`config.mk`:
```
export PLATFORM = sky130hd
export DESIGN_NAME = stg_chunk_buf
export DESIGN_NICKNAME = d
export VERILOG_FILES = /design/src/rtl/stg_pkg.sv /design/src/rtl/stg_fill_ctrl.sv /design/src/rtl/stg_send_ctrl.sv /design/src/rtl/stg_len_table.sv /design/src/rtl/stg_chunk_buf.sv
export SDC_FILE = /design/constraint.sdc
export NUM_CORES = 1
export LEC_CHECK = 0
export BUFFER_PORTS_ARGS = -buffer_cell sky130_fd_sc_hd__buf_2
export CAP_MARGIN = 15
export CORE_UTILIZATION = 50
export DETAILED_ROUTE_END_ITERATION = 8
export PLACE_DENSITY = 0.73
export SKIP_LAST_GASP = 1
export SYNTH_ARGS = -nofsm -noshare
export SYNTH_HDL_FRONTEND = slang
export SYNTH_SLANG_ARGS = --single-unit
```
`constraint.sdc`:
```
create_clock -name clk_i -period 5.6 [get_ports clk_i]
set_clock_uncertainty 0.2 [all_clocks]
set_input_delay 0.28 -clock clk_i [delete_from_list [all_inputs] [get_ports clk_i]]
set_output_delay 0.28 -clock clk_i [all_outputs]
set_load 0.005 [all_outputs]
```
`src/rtl/stg_pkg.sv`:
```
package stg_pkg;
  typedef enum logic {
    SND_IDLE = 1'b0,
    SND_BUSY = 1'b1
  } snd_st_e;
endpackage

```
`src/rtl/stg_fill_ctrl.sv`:
```
module stg_fill_ctrl #(
  parameter int NUM_CHUNKS  = 32,
  parameter int CHUNK_BYTES = 2048,
  localparam int CHK_W  = $clog2(NUM_CHUNKS),
  localparam int OFF_W  = $clog2(CHUNK_BYTES),
  localparam int LEN_W  = OFF_W + 1,
  localparam int ADDR_W = CHK_W + OFF_W
) (
  input  logic              clk_i,
  input  logic              rst_ni,
  input  logic              wr_valid_i,
  input  logic              ring_full_i,
  input  logic              can_close_i,
  output logic              we_o,
  output logic [ADDR_W-1:0] addr_o,
  output logic              close_o,
  output logic [CHK_W-1:0]  close_chk_o,
  output logic [LEN_W-1:0]  close_len_o
);
  logic [CHK_W-1:0] chk_q;
  logic [LEN_W-1:0] cnt_q, cnt_nxt;

  assign we_o    = wr_valid_i & ~ring_full_i;
  assign cnt_nxt = cnt_q + LEN_W'(we_o);
  assign addr_o  = {chk_q, cnt_q[OFF_W-1:0]};

  // close on full chunk, or early when the sender has nothing to do
  assign close_o     = (cnt_nxt == LEN_W'(CHUNK_BYTES)) |
                       (can_close_i & (cnt_nxt != '0));
  assign close_chk_o = chk_q;
  assign close_len_o = cnt_nxt;

  always_ff @(posedge clk_i or negedge rst_ni) begin
    if (!rst_ni) begin
      chk_q <= '0;
      cnt_q <= '0;
    end else if (close_o) begin
      chk_q <= chk_q + CHK_W'(1);
      cnt_q <= '0;
    end else begin
      cnt_q <= cnt_nxt;
    end
  end
endmodule

```
`src/rtl/stg_send_ctrl.sv`:
```
module stg_send_ctrl
  import stg_pkg::*;
#(
  parameter int NUM_CHUNKS = 32,
  localparam int CHK_W = $clog2(NUM_CHUNKS),
  localparam int CNT_W = CHK_W + 1
) (
  input  logic             clk_i,
  input  logic             rst_ni,
  input  logic             close_i,
  input  logic             done_i,
  output logic             busy_o,
  output logic [CHK_W-1:0] rd_chk_o,
  output logic             ring_full_o,
  output logic             can_close_o
);
  snd_st_e          st_q;
  logic [CHK_W-1:0] rd_q;
  logic [CNT_W-1:0] pend_q;
  logic             start, done_acc;

  assign start    = (st_q == SND_IDLE) && (pend_q != '0);
  assign done_acc = (st_q == SND_BUSY) && done_i;

  always_ff @(posedge clk_i or negedge rst_ni) begin
    if (!rst_ni) begin
      st_q   <= SND_IDLE;
      rd_q   <= '0;
      pend_q <= '0;
    end else begin
      if (start)         st_q <= SND_BUSY;
      else if (done_acc) st_q <= SND_IDLE;
      if (done_acc) rd_q <= rd_q + CHK_W'(1);
      pend_q <= pend_q + CNT_W'(close_i) - CNT_W'(done_acc);
    end
  end

  assign busy_o      = (st_q == SND_BUSY);
  assign rd_chk_o    = rd_q;
  assign ring_full_o = (pend_q == CNT_W'(NUM_CHUNKS));
  assign can_close_o = (st_q == SND_IDLE) && (pend_q == '0);
endmodule

```
`src/rtl/stg_len_table.sv`:
```
module stg_len_table #(
  parameter int NUM_CHUNKS  = 32,
  parameter int CHUNK_BYTES = 2048,
  localparam int CHK_W = $clog2(NUM_CHUNKS),
  localparam int LEN_W = $clog2(CHUNK_BYTES) + 1
) (
  input  logic             clk_i,
  input  logic             rst_ni,
  input  logic             wr_en_i,
  input  logic [CHK_W-1:0] wr_idx_i,
  input  logic [LEN_W-1:0] wr_len_i,
  input  logic [CHK_W-1:0] rd_idx_i,
  output logic [LEN_W-1:0] rd_len_o
);
  logic [LEN_W-1:0] len_q [NUM_CHUNKS];

  for (genvar g = 0; g < NUM_CHUNKS; g++) begin : g_ent
    always_ff @(posedge clk_i or negedge rst_ni) begin
      if (!rst_ni)                                  len_q[g] <= '0;
      else if (wr_en_i && wr_idx_i == CHK_W'(g))    len_q[g] <= wr_len_i;
    end
  end

  assign rd_len_o = len_q[rd_idx_i];
endmodule

```
`src/rtl/stg_chunk_buf.sv`:
```
module stg_chunk_buf #(
  parameter int NUM_CHUNKS  = 32,
  parameter int CHUNK_BYTES = 2048,
  parameter int DATA_W      = 8,
  localparam int CHK_W  = $clog2(NUM_CHUNKS),
  localparam int OFF_W  = $clog2(CHUNK_BYTES),
  localparam int LEN_W  = OFF_W + 1,
  localparam int ADDR_W = CHK_W + OFF_W
) (
  input  logic              clk_i,
  input  logic              rst_ni,
  input  logic              wr_valid_i,
  input  logic [DATA_W-1:0] wr_data_i,
  output logic              ram_we_o,
  output logic [ADDR_W-1:0] ram_addr_o,
  output logic [DATA_W-1:0] ram_data_o,
  output logic              snd_valid_o,
  output logic [CHK_W-1:0]  snd_chunk_o,
  output logic [ADDR_W-1:0] snd_base_o,
  output logic [LEN_W-1:0]  snd_len_o,
  input  logic              snd_done_i,
  output logic              ovf_o,
  input  logic              ovf_clr_i
);
  logic             ring_full, can_close, close, busy;
  logic [CHK_W-1:0] close_chk, rd_chk;
  logic [LEN_W-1:0] close_len;
  logic             ovf_q;

  stg_fill_ctrl #(.NUM_CHUNKS(NUM_CHUNKS), .CHUNK_BYTES(CHUNK_BYTES)) u_fill (
    .clk_i, .rst_ni, .wr_valid_i,
    .ring_full_i(ring_full), .can_close_i(can_close),
    .we_o(ram_we_o), .addr_o(ram_addr_o),
    .close_o(close), .close_chk_o(close_chk), .close_len_o(close_len)
  );

  stg_send_ctrl #(.NUM_CHUNKS(NUM_CHUNKS)) u_send (
    .clk_i, .rst_ni, .close_i(close), .done_i(snd_done_i),
    .busy_o(busy), .rd_chk_o(rd_chk),
    .ring_full_o(ring_full), .can_close_o(can_close)
  );

  stg_len_table #(.NUM_CHUNKS(NUM_CHUNKS), .CHUNK_BYTES(CHUNK_BYTES)) u_len (
    .clk_i, .rst_ni, .wr_en_i(close), .wr_idx_i(close_chk),
    .wr_len_i(close_len), .rd_idx_i(rd_chk), .rd_len_o(snd_len_o)
  );

  // drop sets, clear next; set wins
  always_ff @(posedge clk_i or negedge rst_ni) begin
    if (!rst_ni)                       ovf_q <= 1'b0;
    else if (wr_valid_i && !ram_we_o)  ovf_q <= 1'b1;
    else if (ovf_clr_i)                ovf_q <= 1'b0;
  end

  assign ram_data_o  = wr_data_i;
  assign snd_valid_o = busy;
  assign snd_chunk_o = rd_chk;
  assign snd_base_o  = {rd_chk, OFF_W'(0)};
  assign ovf_o       = ovf_q;
endmodule

```
==> metrics.csv <==
metric;value;unit
worst_slew_pin_tran;1080;ps
pin_count;73;
drive_gt1_share;30.8;%
setup.worst_path.end_class;register;
die_w;202;um
yosys_most_used_dff;sky130_fd_sc_hd__dfrtp_1;
synthCells;1449;
floorplan.die_area;0.0407;mm^2
vias_per_cell;6.36;
cp_data_arrival_time;5200;ps
buffer_ports.inserted;45;
floorplan.rows;72;
setup.worst_path.start_class;register;
nNetsFinal;1496;
setup_tns;0;ps
finalCriticalPeriod;4960;ps
slew_headroom;27.8;%
fin_crit_sh;88.7;%
number_of_antenna_repair_diodes;0;
hold_path_class;in2async;
drt_wl_total;50900;um
most-common-layout-cells;411 x sky130_fd_sc_hd__dfrtp_1, 143 x sky130_fd_sc_hd__mux2_2, 120 x sky130_fd_sc_hd__mux4_2;
slew_viol_final;0;
placed_cells;1931;
antenna_found_initial;0;
cts_tree;done;
synth_cell_type_count;47;
clock_network_fraction_of_total_power;30.7;%
number_of_drc_markers_in_iteration_0;1147;
synth_async_sr_flop_share;100;%
start_to_end_type_of_the_worst_setup_path;reg2reg;
status;finished, final reports clean;
synth_seq_area_share;51.9;%
cts.clk_slew.worst_paths;60;ps
max-cap-violations;0;
sequentialPowerShare;39.6;%
grt-ovfl-total;0;
number_of_cts_inserted_buffers;44;
internal_power;6170;uW
fmaxAchievable;201;MHz
share_comb_of_total_power;29.7;%
syn_area_per_cell;13.8;um^2
filler_cell_count;3067;
core_box_area;0.0390;mm^2
power.leakage;0.0102;uW
finalNonFillerCells;2014;
synthToLayoutAreaGrowth;11.0;%
netSwitchingPower;3050;uW
worst-r2r-setup-slack;640;ps
gp_routability_congestion;0.854;
ctsRootBufferMaster;sky130_fd_sc_hd__clkbuf_16;
routed-via-count;12800;
remaining_number_of_nets_flagged_by_the_antenna_check_after_routing;0;
first_pass_grt_wire_length;79700;um
routed_wire_length_per_instance;25.3;um
worst_ep_required_time;5840;ps
clkLatencyLatePin;570;ps
number_of_synthesized_flops_with_an_enable_pin;0;
netSwitchingFraction;33.1;%
finalPower;9220;uW
timing.hold.ws;43.5;ps
floorplan.die.height;202;um
drcViolationCount;0;
length_of_the_first_detailed_routing_pass_in_iterations;5;
power.density;416;mW/mm^2
yosysWarnings;0;
layout.cells.most_common;sky130_fd_sc_hd__dfrtp_1;
timing_hold_violations_final;0;
clock_path_buffers;3;
deepest_level_of_the_cts_h_tree;2;
detailed_place_hpwl;32800;um
placed_area;0.0207;mm^2
yosys_register_bits;414;
postLayoutCellArea;0.0222;mm^2
vdd.ir_drop.worst;0.335;mV
worst-path-max-fanout;26;
grt_max_degree;154;
initial_utilization;51.2;%
setup_viol_count_final;0;
netlist_area;0.0200;mm^2
numClockSinks;414;
track_usage;25.8;%
post-cts-setup-buffers;0;
first_global_vias;13200;
rsz0062_at_grt;false;
-- kinds of logic (layout without fill, tap and decap cells) --
group | after synthesis | count (layout) | share of synthesized area [%]
AO/OA/AOI/OAI | 204 | 204 | 8.34
flip-flops | 414 | 414 | 51.9
other | 1 | 11 | 0.0188
XOR/XNOR | 22 | 22 | 0.965
adder cells (fa/ha/maj) | 19 | 19 | 1.23
AND/OR/NAND/NOR | 202 | 202 | 4.56
multiplexers | 383 | 383 | 28.1
buffers and inverters | 204 | 241 | 4.85
-- stage by stage --
stage | utilization (%) | worst slack, ps
2_1_floorplan | - | 1140
3_3_place_gp | 53.1 | 848
3_5_place_dp | 53.1 | 750
4_1_cts | 56.8 | 708
5_1_grt | 56.8 | 340
6_report | 56.8 | 635
-- cell type report --
class / instances / area, um^2 / share of cell area, %
Clock inverter: 12 / 95.1 / 0.429
Inverter: 47 / 176 / 0.796
Multi-Input combinational cell: 841 / 8770 / 39.5
Timing Repair Buffer: 116 / 816 / 3.68
Sequential cell: 414 / 10400 / 46.8
Clock buffer: 66 / 1290 / 5.84
Tap cell: 518 / 648 / 2.92
-- timing repair --
action                                  CTS  global route
gates resized for setup                   0             0
endpoints found under the setup margin    0             0
endpoints found under the hold margin    71             0
hold buffers                              4             0
-- per-layer routing --
layer | track usage [%] | vias up | part of all wire [%]
li1 | - | 5343 | -
met1 | 35.9 | 6777 | 41
met2 | 41.3 | 590 | 48
met3 | 4.16 | 105 | 7.1
met4 | 9.25 | 0 | 3.3
met5 | 0 | - | 0
-- worst max-delay path, stage by stage, from the launching register on --
cell and delay [ps]:
sky130_fd_sc_hd__dfrtp_1 360, sky130_fd_sc_hd__inv_1 60, sky130_fd_sc_hd__ha_1 180, sky130_fd_sc_hd__nor3b_1 170, sky130_fd_sc_hd__a21boi_0 380, sky130_fd_sc_hd__ha_1 350
sky130_fd_sc_hd__nand3_1 220, sky130_fd_sc_hd__nor2_1 480, sky130_fd_sc_hd__mux2_2 430, sky130_fd_sc_hd__a211oi_4 210, sky130_fd_sc_hd__buf_4 310, sky130_fd_sc_hd__buf_4 450
sky130_fd_sc_hd__mux2i_1 390, sky130_fd_sc_hd__buf_4 270, sky130_fd_sc_hd__mux2_1 350
-- state kept, by name, summed over array words and instances, names as in the netlist --
register            cells
ovf_o                   1
u_send.pend_q           6
u_fill.cnt_q           12
u_len.len_q           384
u_send.busy_o           1
u_fill.close_chk_o      5
u_send.rd_chk_o         5
-- cells in the mapped netlist (all sizes together) (7+ instances only) --
master	instances	area, um^2
xor2	9	78.8
mux2i	36	360
nand2	92	345
ha	18	225
buf	102	584
a21oi	9	45.0
nand4	7	50.1
nand3	12	60.1
clkbuf	55	206
nor2b	11	68.8
and2	10	62.6
o22a	31	272
mux2	227	2560
inv	47	176
a2bb2oi	114	998
nor2	48	180
dfrtp	414	10400
mux4	120	2700
xnor2	13	114
o22ai	31	194
-- power groups by stage --
| stage | clock network [uW] | logic (uW) | registers [uW] |
|---|---|---|---|
| after floorplan | 0 | 2150 | 3410 |
| after global placement | 0 | 2690 | 3680 |
| after detailed placement | 0 | 2730 | 3690 |
| after CTS | 2870 | 2750 | 3650 |
| after global routing | 2980 | 2920 | 3690 |
| final | 2830 | 2740 | 3650 |
-- path summary, 6_finish.rpt --
| kind | start | endpoint | cells after the start |
|---|---|---|---|
| worst max-delay path | u_send.pend_q[2]$_DFF_PN0_ | u_len.len_q[140]$_DFFE_PN0P_ | 14 |
| worst min-delay path | rst_ni | u_send.pend_q[0]$_DFF_PN0_ | 2 |
| worst max register to register | u_send.pend_q[2]$_DFF_PN0_ | u_len.len_q[140]$_DFFE_PN0P_ | 14 |
| worst min register to register | u_len.len_q[380]$_DFFE_PN0P_ | u_len.len_q[380]$_DFFE_PN0P_ | 1 |
| max in group asynchronous | rst_ni | u_send.rd_chk_o[0]$_DFFE_PN0P_ | 3 |
| min in group clk_i | u_len.len_q[380]$_DFFE_PN0P_ | u_len.len_q[380]$_DFFE_PN0P_ | 1 |
Note: power is estimated with default switching activity, not from simulation.
